==> src/rtl/sorter_pkg.sv <==
package sorter_pkg;

    typedef enum logic [1:0] {
        ORD_S_DESC = 2'd0,
        ORD_S_ASC  = 2'd1,
        ORD_U_DESC = 2'd2,
        ORD_U_ASC  = 2'd3
    } order_e;

    typedef enum logic [2:0] {
        ST_IDLE,
        ST_RD_A,
        ST_RD_B,
        ST_CMP,
        ST_WR_A,
        ST_WR_B,
        ST_FIN
    } state_e;

    function automatic logic ord_is_unsigned(order_e o);
        return o[1];
    endfunction

    function automatic logic ord_is_ascending(order_e o);
        return o[0];
    endfunction

    function automatic order_e ord_next(order_e o);
        return order_e'(o + 2'd1);
    endfunction

endpackage

==> src/rtl/order_select.sv <==
module order_select
    import sorter_pkg::*;
(
    input  logic   clk,
    input  logic   rst,
    input  logic   mode_up,
    input  logic   start,
    input  logic   busy_i,
    output order_e mode_o
);

    order_e mode_q;

    always_ff @(posedge clk) begin
        if (rst) begin
            mode_q <= ORD_S_DESC;
        end else if (mode_up && !busy_i && !start) begin
            mode_q <= ord_next(mode_q);
        end
    end

    assign mode_o = mode_q;

    // the selection is frozen for the whole run
    a_r3_mode_frozen: assert property (@(posedge clk) disable iff (rst)
        busy_i |=> $stable(mode_q));

    // an idle press moves one step with wrap-around
    a_r2_mode_step: assert property (@(posedge clk) disable iff (rst)
        (mode_up && !busy_i && !start) |=> (mode_q == order_e'($past(mode_q) + 2'd1)));

endmodule

==> src/rtl/pair_compare.sv <==
module pair_compare
    import sorter_pkg::*;
#(
    parameter int DATA_W = 8
) (
    input  logic [DATA_W-1:0] lower_i,
    input  logic [DATA_W-1:0] upper_i,
    input  order_e            ord_i,
    output logic              swap_o
);

    logic              flip;
    logic [DATA_W-1:0] key_lo;
    logic [DATA_W-1:0] key_up;

    // Inverting the sign bit maps two's complement order onto unsigned order.
    assign flip   = ~ord_is_unsigned(ord_i);
    assign key_lo = {lower_i[DATA_W-1] ^ flip, lower_i[DATA_W-2:0]};
    assign key_up = {upper_i[DATA_W-1] ^ flip, upper_i[DATA_W-2:0]};

    always_comb begin
        if (ord_is_ascending(ord_i)) begin
            swap_o = key_lo > key_up;
        end else begin
            swap_o = key_lo < key_up;
        end
    end

    // identical bytes never ask for an exchange
    always_comb begin
        if (lower_i == upper_i) begin
            a_r9_equal_kept: assert (!swap_o);
        end
    end

endmodule

==> src/rtl/sort_sequencer.sv <==
module sort_sequencer
    import sorter_pkg::*;
#(
    parameter int ADDR_W = 8,
    parameter int DATA_W = 8
) (
    input  logic              clk,
    input  logic              rst,
    input  logic              start,
    input  order_e            sel_i,
    input  logic              swap_i,
    output order_e            ord_o,
    output logic [DATA_W-1:0] lower_o,
    output logic              busy_o,
    output logic              done_o,
    output logic [ADDR_W-1:0] mem_addr,
    input  logic [DATA_W-1:0] mem_rdata,
    output logic [DATA_W-1:0] mem_wdata,
    output logic              mem_we
);

    localparam int              DEPTH    = 1 << ADDR_W;
    localparam logic [ADDR_W-1:0] LAST_IDX = ADDR_W'(DEPTH - 2);

    state_e            state;
    logic [ADDR_W-1:0] idx;
    logic [DATA_W-1:0] lower_q;
    logic [DATA_W-1:0] upper_q;
    logic              dirty;
    order_e            ord_q;
    logic              at_last;

    assign at_last = (idx == LAST_IDX);

    always_ff @(posedge clk) begin
        if (rst) begin
            state   <= ST_IDLE;
            idx     <= '0;
            lower_q <= '0;
            upper_q <= '0;
            dirty   <= 1'b0;
            ord_q   <= ORD_S_DESC;
        end else begin
            case (state)
                ST_IDLE: begin
                    if (start) begin
                        ord_q <= sel_i;
                        idx   <= '0;
                        dirty <= 1'b0;
                        state <= ST_RD_A;
                    end
                end
                ST_RD_A: state <= ST_RD_B;
                ST_RD_B: begin
                    lower_q <= mem_rdata;
                    state   <= ST_CMP;
                end
                ST_CMP: begin
                    upper_q <= mem_rdata;
                    if (swap_i) begin
                        state <= ST_WR_A;
                    end else if (!at_last) begin
                        idx   <= idx + 1'b1;
                        state <= ST_RD_A;
                    end else if (dirty) begin
                        idx   <= '0;
                        dirty <= 1'b0;
                        state <= ST_RD_A;
                    end else begin
                        state <= ST_FIN;
                    end
                end
                ST_WR_A: state <= ST_WR_B;
                ST_WR_B: begin
                    state <= ST_RD_A;
                    if (at_last) begin
                        idx   <= '0;
                        dirty <= 1'b0;
                    end else begin
                        idx   <= idx + 1'b1;
                        dirty <= 1'b1;
                    end
                end
                ST_FIN:  state <= ST_IDLE;
                default: state <= ST_IDLE;
            endcase
        end
    end

    always_comb begin
        case (state)
            ST_RD_B, ST_WR_B: mem_addr = idx + 1'b1;
            default:          mem_addr = idx;
        endcase
    end

    assign mem_we    = (state == ST_WR_A) || (state == ST_WR_B);
    assign mem_wdata = (state == ST_WR_A) ? upper_q : lower_q;
    assign busy_o    = (state != ST_IDLE) && (state != ST_FIN);
    assign done_o    = (state == ST_FIN);
    assign ord_o     = ord_q;
    assign lower_o   = lower_q;

    // the RAM is written only during a run
    a_r8_we_busy: assert property (@(posedge clk) disable iff (rst)
        mem_we |-> busy_o);

    // the first write of a pair is always followed by a second
    a_r8_pair_open: assert property (@(posedge clk) disable iff (rst)
        (mem_we && !$past(mem_we)) |=> mem_we);

    // a pair never grows to three writes
    a_r8_pair_close: assert property (@(posedge clk) disable iff (rst)
        (mem_we && $past(mem_we)) |=> !mem_we);

    // the second write lands one address above the first
    a_r8_pair_addr: assert property (@(posedge clk) disable iff (rst)
        (mem_we && $past(mem_we)) |-> (mem_addr == $past(mem_addr) + 1'b1));

    // completion is a single cycle and never overlaps busy
    a_r10_done_pulse: assert property (@(posedge clk) disable iff (rst)
        done_o |=> !done_o);

    a_r10_done_idle: assert property (@(posedge clk) disable iff (rst)
        done_o |-> !busy_o);

    // the ordering in use does not change during a run
    a_r3_order_held: assert property (@(posedge clk) disable iff (rst)
        (busy_o && $past(busy_o)) |-> (ord_q == $past(ord_q)));

endmodule

==> src/rtl/byte_sorter.sv <==
module byte_sorter
    import sorter_pkg::*;
#(
    parameter int ADDR_W = 8,
    parameter int DATA_W = 8
) (
    input  logic              clk,
    input  logic              rst,
    input  logic              mode_up,
    input  logic              start,
    output logic [1:0]        mode,
    output logic              busy,
    output logic              done,
    output logic [ADDR_W-1:0] mem_addr,
    input  logic [DATA_W-1:0] mem_rdata,
    output logic [DATA_W-1:0] mem_wdata,
    output logic              mem_we
);

    order_e            sel;
    order_e            ord_run;
    logic              swap;
    logic [DATA_W-1:0] lower;

    order_select u_sel (
        .clk     (clk),
        .rst     (rst),
        .mode_up (mode_up),
        .start   (start),
        .busy_i  (busy),
        .mode_o  (sel)
    );

    pair_compare #(.DATA_W(DATA_W)) u_cmp (
        .lower_i (lower),
        .upper_i (mem_rdata),
        .ord_i   (ord_run),
        .swap_o  (swap)
    );

    sort_sequencer #(.ADDR_W(ADDR_W), .DATA_W(DATA_W)) u_seq (
        .clk       (clk),
        .rst       (rst),
        .start     (start),
        .sel_i     (sel),
        .swap_i    (swap),
        .ord_o     (ord_run),
        .lower_o   (lower),
        .busy_o    (busy),
        .done_o    (done),
        .mem_addr  (mem_addr),
        .mem_rdata (mem_rdata),
        .mem_wdata (mem_wdata),
        .mem_we    (mem_we)
    );

    assign mode = sel;

endmodule

==> config.mk <==
export PLATFORM = sky130hd
export DESIGN_NAME = byte_sorter
export DESIGN_NICKNAME = d
export VERILOG_FILES = /design/src/rtl/sorter_pkg.sv /design/src/rtl/order_select.sv /design/src/rtl/pair_compare.sv /design/src/rtl/sort_sequencer.sv /design/src/rtl/byte_sorter.sv
export SDC_FILE = /design/constraint.sdc
export NUM_CORES = 1
export LEC_CHECK = 0
export ABC_AREA = 1
export ABC_CLOCK_PERIOD_IN_PS = 1700
export BUFFER_PORTS_ARGS = -buffer_cell sky130_fd_sc_hd__buf_2
export CORE_UTILIZATION = 42
export DETAILED_ROUTE_END_ITERATION = 6
export PLACE_DENSITY_LB_ADDON = 0.15
export SLEW_MARGIN = 20
export SYNTH_ARGS = -nofsm -noshare
export SYNTH_HDL_FRONTEND = slang
export SYNTH_SLANG_ARGS = --single-unit
==> constraint.sdc <==
create_clock -name clk -period 1.7 [get_ports clk]
set_clock_uncertainty 0.05 [all_clocks]
set_input_delay 0.255 -clock clk [delete_from_list [all_inputs] [get_ports clk]]
set_output_delay 0.255 -clock clk [all_outputs]
set_load 0.01 [all_outputs]
; Yosys cells after proc, flatten, opt, wreduce, memory -nomap -nowiden
; Cells that the tools add are included.
; W data, S select, Z words.
[classes]
n_addsub = 2
multipliers = 0
n_div = 0
n_lt_le_gt_ge = 2
eq_ne = 12
n_shift = 0
n_mux = 19
bitwise_logic = 3
reduce_logical = 13
[ops]
columns = cell, n
row1 = $mux W8, 7
row2 = $pmux W8 S3, 1
row3 = $pmux W3 S6, 1
row4 = $mux W3, 4
row5 = $eq A3 B3 Y1 const B, 3
row6 = $add A8 B1 Y8 const B, 1
row7 = $eq A8 B8 Y1 const B, 1
row8 = $gt A8 B8 Y1, 1
row9 = $lt A8 B8 Y1, 1
row10 = $reduce_and A4 Y1, 2
row11 = $eq A3 B2 Y1 const B, 2
row12 = $reduce_bool A3 Y1, 2
row13 = $mux W1, 5
row14 = $ne A2 B2 Y1 const B, 2
row15 = $eq A3 B1 Y1 const B, 1
row16 = $logic_and A1 B1 Y1, 3
row17 = $logic_not A3 Y1, 1
row18 = $ne A3 B2 Y1 const B, 1
row19 = $ne A3 B3 Y1 const B, 1
row20 = $pmux W1 S3, 1
row21 = $add A2 B1 Y2 const B, 1
row22 = $logic_not A1 Y1, 2
row23 = $ne A2 B1 Y1 const B, 1
row24 = $reduce_and A2 Y1, 1
row25 = 4 further kinds, 5
[totals]
ff_bits = 32
latch_bits = 0
ram_bits = 0
rom_bits = 0
input_bits = 12
word_cells = 58
n_memories = 0

; Depth between registers and ports, before layout
; Gate-level depths: netlist (run 1).
[depth]
word_depth = 6
mapped_depth = 15

; Cells and area by module
; A second synthesis (run 1) with hierarchy kept.
[unflattened]
hier_cells = 291
hier_area_um2 = 1924.3
[modules_own_cells]
columns = module, n_inst, cells_per_inst, area_per_inst_um2
row1 = sort_sequencer, 1, 234, 1569.0
row2 = pair_compare, 1, 41, 249.0
row3 = order_select, 1, 16, 106.4

; Worst setup path after synthesis (run 1)
; Ideal clock, no wire load.
[synth_timing]
path_kind = reg-to-reg
startpoint = register u_seq.ord_q[1], in the netlist u_seq.ord_o[1]
endpoint = register u_seq.idx[2]
setup_ns = 0.113
arrival_ns = 1.606
t_required_ns = 1.537
slack_ns = -0.070
stages_incl_launch_ff = 12
path_buffers = 0
path_cell_list = dfxtp_1 xor2_1 ha_1 a21o_1 nor2_1 nand2_1 nand2_1 nand3_2 nand3_4 nand2_1 nand2_1 nor2_1
[synth_via]
elab_chain_len = 6
elab_cells_between_ends = 8
cone_classes = order compare: 2 / eq/ne: 1 / mux: 1 / bitwise: 3 / reduce/logical: 1
[synth_lines]
columns = element, line_no
row1 = "start, declared", sort_sequencer.sv:30  ; order_e ord_q;
row2 = "start signal, assigned", sort_sequencer.sv:47  ; ord_q <= sel_i;
row3 = $not A1 Y1 *, pair_compare.sv:17  ; assign flip = ~ord_is_unsigned(ord_i);
row4 = $xor A1 B1 Y1 (on tied branches), "pair_compare.sv:18, pair_compare.sv:19"
row5 = $lt A8 B8 Y1 / $gt A8 B8 Y1 (equally long branches), "pair_compare.sv:25, pair_compare.sv:23"
row6 = $mux W1 *, pair_compare.sv:22  ; if (ord_is_ascending(ord_i)) begin
row7 = $ne A2 B2 Y1 (no source line) *, --
row8 = $reduce_and A4 Y1 (no source line) *, --
row9 = "end signal, assigned", sort_sequencer.sv:63  ; idx <= idx + 1'b1;
row10 = "end signal, assigned", sort_sequencer.sv:80  ; idx <= idx + 1'b1;
row11 = "end, declared", sort_sequencer.sv:26  ; logic [ADDR_W-1:0] idx;
; Every way passes the cells marked *; elsewhere a longest branch is shown, timed or not.
; A chain may end at the register's enable or synchronous reset.

; Final worst setup path (run 1)
[layout_timing]
startpoint = register u_seq.ord_q[1], in the netlist u_seq.ord_o[1]
endpoint = register u_seq.idx[3]
; Same word-level chain as after synthesis.

==> results.ini, run 1 <==
[sta]
setup_viol = 29
slew_headroom = 0.7994
rsz0062_at_grt = yes
worst_slew_pin_slew_ns = 0.2993
hold_viol_final = 0
timing.fmax_mhz = 525.1
worst_slack_ns = -0.2042
slew_violations = 0
period_minus_slack_ns = 1.904
tns_ns = -2.726
period_share = 1.120

[critical_path]
crit_required_ns = 1.84
timing.rr.end = u_seq.idx[3]
start_kind = register
r2r_start = u_seq.ord_o[1]
cp_max_fo = 5
path_class = reg2reg
r2r_setup_slack_ns = -0.20
endpoint_kind = register
crit_arrival_ns = 2.04
ff2ff_path_depth = 11

[finish]
multi_input_area_sq_mm = 0.001301
area_delta_synth_final_pct = 43.38
diodes = 0
nFillCells = 425
seq_area_sq_um = 659.4
final_nets = 383
layout-drive-gt1-share = 0.3812

[clock_network]
htreeDepth = 2
path_clk_slew_ns = 0.07
cts_tree = done
cts_root_buffer = clkbuf_8
clock-sinks = 32
clk_latency_ns = 0.29
holdBufCountCts = 0
cts_buffers = 5
cts_max_path_buffers = 2

[die]
dieArea_sq_mm = 0.004841
dieHeight_um = 69.58
fp.dieW_um = 69.58
coreArea_sq_mm = 0.004384
row_count = 24
start_util = 0.4375
io_pins = 33

[synthesis]
synth_edf_count = 0
yosysTopAreaCellShare = 0.3340
syn_area_sq_mm = 0.001918
ys.flop_type = dfxtp_1
synth.ff_latch_count = 32
synth.area.top_cells = dfxtp_1 (33%), nand2_1 (12%), a21oi_1 (8.6%), inv_1 (7.8%), nor2_1 (7.2%)
async_flop_share = 0
synth_area_leader_cell = dfxtp_1
ys_types = 25
synth_most_common_cell = nand2_1
synthTopCellsByCount = nand2_1 (63), inv_1 (40), nor2_1 (37), a21oi_1 (33), dfxtp_1 (32)
avgSynthCellArea_sq_um = 6.614
yosysSeqAreaShare = 0.3340
synth_cells = 290
syn-num-nets = 312
yosysWarnings = 0

[power]
leakage_nw = 1.368
p_total_mw = 2.356
power_density_mw_per_mm2 = 856.7
ir_drop_mv = 0.4693

[detailed_routing]
routed_wl_mm = 4.873
drtIter0Drc = 53
drc = 0
wl_per_cell_um = 11.77
drtPass1Iterations = 4
post_drt_via_cell_ratio = 4.865
num_vias = 2014
ant_nets = 0

[hold_path]
hp-class = in2reg
min_from = rst
hold_end = u_seq.ord_o[1]
min_path_cells = 2

[placed_design]
gp_congestion = 0.8148
portBuffers = 32
dpl.hpwl_mm = 3.242

[run]
cap_violations = 0

[global_route]
grt_pass1_vias = 1900
grt_max_degree = 27
grt_antenna_before_repair = 0
grt_usage = 0.2142
grt_overflow = 0
grt_pass1_wl_mm = 8.286

[status]
failed_checks = negative setup slack
outcome = complete, but fails checks

## area by class of cell
cell class | count | share of cell area
Timing Repair Buffer | 69 | 0.1679
Inverter | 45 | 0.06142
Clock buffer | 7 | 0.03139
Clock inverter | 1 | 0.002730
Tap cell | 52 | 0.02366
Sequential cell | 32 | 0.2398
Multi-Input combinational cell | 208 | 0.4732
## worst max-delay path, cell delays in order, from the launching register on
cell     delay (ns)
dfxtp_2        0.34
xor2_1         0.14
ha_1           0.32
a21o_1         0.20
nor2_4         0.15
nand2_2        0.08
nand2_4        0.10
nand3_4        0.14
nand3_4        0.14
nand2_2        0.06
nand2_1        0.05
nor2_1         0.04
## through the flow
step / instances / cell area, sq um / setup WS (ns) / hold WS [ns] / util
after global placement: 389 / 2301 / -0.1839 / 0.4156 / 0.5248
after global routing: 414 / 2750 / -0.3040 / 0.1299 / 0.6273
final: 414 / 2750 / -0.2042 / 0.1115 / 0.6273
after floorplan: 290 / 1929 / 0.005411 / 0.2667 / -
after detailed placement: 389 / 2301 / -0.1990 / 0.4147 / 0.5248
after CTS: 411 / 2592 / -0.1255 / 0.1071 / 0.5913
## routing by layer
layer / track usage / routed length, um / vias up
met5: 0 / 0 / -
met2: 0.3635 / 2394 / 33
met1: 0.2672 / 2256 / 895
met4: 0.07710 / 78 / 0
li1: - / - / 1077
met3: 0.04360 / 143 / 9
## cell usage in the layout (no fill, tap or decap), types with 2 or more instances in the layout
cell type,count
o21ai_1,5
nor2_1,30
clkbuf_8,6
nand2_1,45
ha_4,2
nand3_2,4
dfxtp_1,23
inv_2,6
nor2_4,6
nand4_1,8
buf_2,32
nand3_1,4
xor2_1,6
nand2_4,2
o21ai_2,2
dfxtp_4,3
buf_4,33
ha_1,8
a21oi_1,32
nor2_2,4
buf_6,3
inv_1,38
nor3_2,2
dfxtp_2,6
nand3_4,6
o21ai_0,19
nand2_2,17
## cell families (layout without fill, tap and decap cells)
family | count (synthesis) | after routing | synth area share
AOI/OAI and AO/OA | 62 | 62 | 0.1650
xor gates and xnor gates | 7 | 7 | 0.03196
adders and majority gates | 10 | 10 | 0.06523
buffers and inverters | 52 | 122 | 0.1044
DFF | 32 | 32 | 0.3340
and+or+nand+nor | 127 | 129 | 0.2994
## state kept, by name, summed over array words and instances (netlist names)
signal / count
u_seq.state: 3
u_seq.ord_o: 2
u_sel.mode_o: 2
u_seq.upper_q: 8
u_seq.lower_o: 8
u_seq.dirty: 1
u_seq.idx: 8
## how the worst max path moves through the flow
stage,start,end,depth (start not counted)
after floorplan,u_seq.ord_o[1],u_seq.idx[2],11
after global placement,mem_rdata[7],u_seq.idx[6],13
after detailed placement,mem_rdata[7],u_seq.idx[4],13
after CTS,u_seq.ord_o[1],u_seq.idx[2],11
after global routing,u_seq.ord_o[1],u_seq.idx[3],11
final,u_seq.ord_o[1],u_seq.idx[3],11
## where the power goes
part           switching (mW)  internal [mW]  leakage [nW]
Clock                   0.292          0.329        0.0445
Combinational           0.467          0.356          1.06
Sequential             0.0786          0.834         0.266
Total                   0.838           1.52          1.37
## timing repair
item / CTS / global route
pin swaps: 9 / 24
setup buffers: 11 / 3
setup endpoints to repair: 28 / 31
gates cloned: 3 / 0
resized for setup: 33 / 39
Note: power is estimated with default switching activity, not from simulation.
==> run 2: changes to the inputs <==
- CORE_UTILIZATION: 42 -> 50
==> results.ini, run 2 (synthesis results as in run 1) <==
[status]
outcome = complete, but fails checks
failed_checks = negative setup slack

[detailed_routing]
drtIter0Drc = 94  ; +77%
wl_per_cell_um = 13.62  ; +16%
highest_layer = met4
wl_met1_mm = 2.273  ; +0.75%
wl_met3_um = 219  ; +53%
route.met2.wl_mm = 2.940  ; +23%
routed_wl_mm = 5.667  ; +16%
ant_nets = 0  ; unchanged
num_vias = 2209  ; +9.7%
drc = 0  ; unchanged
drtPass1Iterations = 5  ; +1
post_drt_via_cell_ratio = 5.310  ; +9.2%

[sta]
slew_headroom = 0.8268  ; +0.02747
slew_violations = 0  ; unchanged
period_share = 1.156  ; +0.03549
rsz0062_at_grt = yes
worst_slack_ns = -0.2646  ; -0.06034 ns
hold_viol_final = 0  ; unchanged
worst_slew_pin_slew_ns = 0.2591  ; -0.04019 ns
hold_slack_ns = 0.1343  ; +0.02287 ns
timing.fmax_mhz = 509.0  ; -3.1%
setup_viol = 20  ; -31%
tns_ns = -3.019  ; -0.2931 ns
period_minus_slack_ns = 1.965  ; +0.06034 ns

[clock_network]
cts_tree = done
htreeDepth = 2  ; unchanged
cts_buffers = 5  ; unchanged
clock-sinks = 32  ; unchanged
cts_root_buffer = clkbuf_8
holdBufCountCts = 0  ; unchanged
path_clk_slew_ns = 0.07  ; about the same
cts_max_path_buffers = 2  ; unchanged
clk_latency_ns = 0.28  ; about the same

[die]
fp.dieW_um = 63.94  ; -8.1%
row_count = 22  ; -8.3%
dieArea_sq_mm = 0.004088  ; -16%
dieHeight_um = 63.94  ; -8.1%
start_util = 0.5239  ; +0.08642
coreArea_sq_mm = 0.003661  ; -16%
io_pins = 33  ; unchanged

[finish]
area_delta_synth_final_pct = 47.88
multi_input_area_sq_mm = 0.001294  ; -0.58%
final_cell_mix = nand2_1 (52), inv_1 (36), buf_4 (36)
seq_area_sq_um = 655.6  ; -0.57%
fin_cells = 416  ; +0.48%
fin_area_sq_mm = 0.002836  ; +3.1%
final_common_cell = nand2_1
nFillCells = 260  ; -39%
diodes = 0  ; unchanged
final_nets = 389  ; +1.6%
fin_util = 0.7748  ; +0.1475
layout-drive-gt1-share = 0.3913  ; +0.01009

[global_route]
grt_antenna_before_repair = 0  ; unchanged
grt_max_degree = 22  ; -19%
grt_usage = 0.2723  ; +0.05819
grt_pass1_wl_mm = 8.611  ; +3.9%
grt_overflow = 0  ; unchanged
grt_pass1_vias = 2053  ; +8.1%

[power]
p_total_mw = 2.403  ; +2.0%
ir_drop_mv = 0.7591  ; +62%
leakage_nw = 1.397  ; +2.2%
power_density_mw_per_mm2 = 847.3  ; -1.1%

[placed_design]
dp.cells = 384  ; -1.3%
portBuffers = 32  ; unchanged
dp_slack_ns = -0.2222  ; -0.02311 ns
post_dp_cell_area_sq_mm = 0.002301  ; unchanged
dpl.hpwl_mm = 3.361  ; +3.7%
gp_congestion = 0.8887  ; +9.1%

[critical_path]
start_kind = register
cp_max_fo = 5  ; unchanged
crit_required_ns = 1.87  ; +0.03 ns
path_class = reg2reg
critPathLaunch = u_seq.ord_o[1]
r2r_start = u_seq.ord_o[1]
crit_arrival_ns = 2.14  ; +0.10 ns
endpoint_kind = register

[run]
cap_violations = 0  ; unchanged

[hold_path]
hp-class = in2reg
min_from = rst

[run 2: cell types whose count changed in the layout (fill, tap and decap cells not counted), moves of 3 or more]
cell / previous run / this run
a21oi_1: 32 / 29
a21oi_2: 0 / 4
buf_4: 33 / 36
nand2_1: 45 / 52
nand2_2: 17 / 8
nor2_1: 30 / 26
nor2_2: 4 / 9
o21ai_0: 19 / 23
[run 2: final timing paths]
path	to	slack, ns	cells past startpoint
max	u_seq.dirty	-0.26	11
max reg2reg	u_seq.dirty	-0.26	11
min reg2reg	u_sel.mode_o[1]	0.43	2
min	u_seq.ord_o[1]	0.13	2
[run 2: final cells by class]
| cell class | count | share of cell area |
|---|---|---|
| clock buffers | 6 | 0.02911 |
| clock inverters | 2 | 0.003529 |
| inverters | 45 | 0.06264 |
| multi-input cells | 208 | 0.4561 |
| flip-flops and latches | 32 | 0.2311 |
| well taps | 48 | 0.02117 |
| repair buffers | 75 | 0.1963 |
[run 2: report_power, final]
part | total (mW) | internal [mW] | switching, mW
combinational | 0.891 | 0.387 | 0.504
clock | 0.609 | 0.323 | 0.286
sequential | 0.904 | 0.830 | 0.0732
total | 2.40 | 1.54 | 0.864
[run 2: what timing repair did]
| item | CTS | global route |
|---|---|---|
| gates cloned | 3 | 1 |
| hold endpoints to repair | 0 | 0 |
| pin swaps | 10 | 11 |
| endpoints found under the setup margin | 27 | 31 |
| buffers inserted | 14 | 6 |
| resized for setup | 37 | 31 |
[run 2: worst max-delay path: stages, from the launching register on]
cell,delay (ns)
dfxtp_2,0.36
xor2_1,0.16
ha_1,0.27
a21o_1,0.21
nor2_4,0.11
buf_6,0.11
nand3_4,0.10
nand3_4,0.14
nand3_1,0.13
nand2_1,0.12
nand2_1,0.07
nor2_1,0.09
[run 2: metal layers]
layer	GRT usage	up-vias
met2	0.4867	69
met5	0	-
met1	0.3097	1016
met3	0.05179	25
li1	-	1099
met4	0.1250	0
==> run 3: changes to the inputs <==
- CORE_UTILIZATION: 50 -> 52
- CTS_BUF_LIST: default -> sky130_fd_sc_hd__clkbuf_4
==> results.ini, run 3 (synthesis results as in run 1) <==
[clock_network]
cts_max_path_buffers = 2  ; unchanged
cts_buffers = 5  ; unchanged
clock-sinks = 32  ; unchanged
cts_tree = done
htreeDepth = 2  ; unchanged
path_clk_slew_ns = 0.11  ; +0.04 ns
clk_latency_ns = 0.33  ; +0.05 ns
cts_root_buffer = clkbuf_4

[sta]
worst_slew_pin_slew_ns = 0.5674  ; +0.3083 ns
worst_slack_ns = -0.3589  ; -0.09429 ns
period_share = 1.211  ; +0.05546
slew_violations = 0  ; unchanged
setup_viol = 28  ; +40%
slew_headroom = 0.6194  ; -0.2074
period_minus_slack_ns = 2.059  ; +0.09429 ns
rsz0062_at_grt = yes
timing.fmax_mhz = 485.7  ; -4.6%
hold_viol_final = 0  ; unchanged

[power]
power_density_mw_per_mm2 = 813.3  ; -4.0%
pwr-share-seq = 0.390  ; +0.014
leakage_nw = 1.420  ; +1.6%
p_sw_frac = 0.4009  ; +0.04157
switching_power_uw = 947.1  ; +9.7%
combPwrFrac = 0.419  ; +0.048
clkPwrFrac = 0.192  ; -0.061
ir_drop_mv = 0.5835  ; -23%
p_int_mw = 1.416  ; -8.1%

[placed_design]
dpl.hpwl_mm = 3.199  ; -4.8%
gp_congestion = 0.8527  ; -4.1%
portBuffers = 32  ; unchanged
dp.cells = 379  ; -1.3%

[critical_path]
crit_path_max_incr_delay_ns = 0.35  ; about the same
path_class = reg2reg
crit_arrival_ns = 2.28  ; +0.14 ns
cp_slowest_cell = dfxtp_2
cp.buffers_inverters = 1  ; unchanged
path_cells = xor2_1, ha_1, nand2_1, nor2_2, nand4_1, nand2_1, nand2_2, nand3_4, nand3_4, nand2_2, inv_1, nor2_1
crit_required_ns = 1.92  ; +0.05 ns
crit_family = simple AND/OR/NAND/NOR gates
start_kind = register
endpoint_kind = register
cp_max_fo = 5  ; unchanged

[die]
io_pins = 33  ; unchanged
row_count = 21  ; -4.5%
fp.dieW_um = 62.74  ; -1.9%
dieHeight_um = 62.74  ; -1.9%
coreArea_sq_mm = 0.003442  ; -6.0%
start_util = 0.5573  ; +0.03333
dieArea_sq_mm = 0.003936  ; -3.7%

[finish]
layout-drive-gt1-share = 0.4238  ; +0.03252
area_delta_synth_final_pct = 51.47
fin_cells = 407  ; -2.2%
nFillCells = 192  ; -26%
final_cell_mix = nand2_1 (50), inv_1 (37), buf_2 (31)
final_nets = 382  ; -1.8%
diodes = 0  ; unchanged
final_common_cell = nand2_1
fin_util = 0.8441  ; +0.06928

[global_route]
grt_max_degree = 23  ; +4.5%
grt_pass1_wl_mm = 8.983  ; +4.3%
grt_pass1_vias = 2044  ; -0.44%
grt_antenna_before_repair = 0  ; unchanged
grt_usage = 0.2875  ; +0.01519
grt_overflow = 0  ; unchanged

[detailed_routing]
drtPass1Iterations = 5  ; unchanged
wl_per_cell_um = 17.20  ; +26%
ant_nets = 0  ; unchanged
drtIter0Drc = 251  ; +170%
num_vias = 2327  ; +5.3%
routed_wl_mm = 6.999  ; +24%
post_drt_via_cell_ratio = 5.717  ; +7.7%
drc = 0  ; unchanged

[hold_path]
hp-class = in2reg

[status]
failed_checks = negative setup slack
outcome = complete, but fails checks

[run]
cap_violations = 0  ; unchanged

==> run 3: changes by cell type in the layout (fill, tap and decap cells not counted), moves of 3 or more <==
cell      before  now
o21ai_2        0    3
nor2_4         5   12
buf_4         36   30
a21oi_1       29   24
a21oi_2        4    9
clkbuf_4       0    7
nor2_1        26   21
clkbuf_8       6    0
==> run 3: final timing paths <==
check	depth (start not counted)	endpoint	slack, ns	from
worst min-delay path	2	u_seq.state[1]	0.07	rst
worst max register to register	12	u_seq.idx[0]	-0.36	u_seq.ord_o[1]
worst max-delay path	12	u_seq.idx[0]	-0.36	u_seq.ord_o[1]
worst min register to register	2	u_seq.ord_o[1]	0.44	u_seq.ord_o[1]
==> run 3: power groups by stage <==
stage               sequential (mW)  combinational [mW]  clock, mW
finish                        0.920               0.989      0.453
global route                  0.928                1.07      0.477
detailed placement            0.905               0.654          0
floorplan                     0.893               0.441          0
CTS                           0.896               0.759      0.445
global placement              0.903               0.643          0
==> run 3: final cells by class <==
| class | count | area [sq um] | share of cell area |
|---|---|---|---|
| multi-input combinational | 208 | 1436 | 0.4944 |
| sequential | 32 | 660.6 | 0.2274 |
| timing repair buffer | 68 | 518.0 | 0.1783 |
| inverter | 45 | 176.4 | 0.06072 |
| tap | 46 | 57.56 | 0.01981 |
| clock buffer | 7 | 52.55 | 0.01809 |
| clock inverter | 1 | 3.754 | 0.001292 |
==> run 3: layer usage <==
layer | vias up | global-route usage | wire (um)
li1 | 1076 | - | -
met1 | 1077 | 0.3575 | 2818
met2 | 148 | 0.4674 | 3389
met3 | 26 | 0.07664 | 526
met4 | 0 | 0.1192 | 265
met5 | - | 0 | 0
==> run 3: through the flow <==
stage          TNS [ns]  hold slack, ns  power (mW)  setup WS [ns]  cell area [sq um]
2_1_floorplan         0          0.2667       1.334       0.005411               1929
3_3_place_gp     -1.877          0.4114       1.546        -0.2044               2276
3_5_place_dp     -2.402          0.4178       1.560        -0.2733               2276
4_1_cts          -2.124         0.06377       2.100        -0.1543               2550
5_1_grt          -7.316         0.05493       2.470        -0.4735               2905
6_report         -4.899         0.06829       2.363        -0.3589               2905
==> run 3: what timing repair did <==
action                     4_1_cts  5_1_grt
gates resized for setup         37       64
hold buffers                     0        0
setup endpoints to repair       28       30
gates cloned                     2        3
setup buffers                   12        3
pin swaps                       17       21
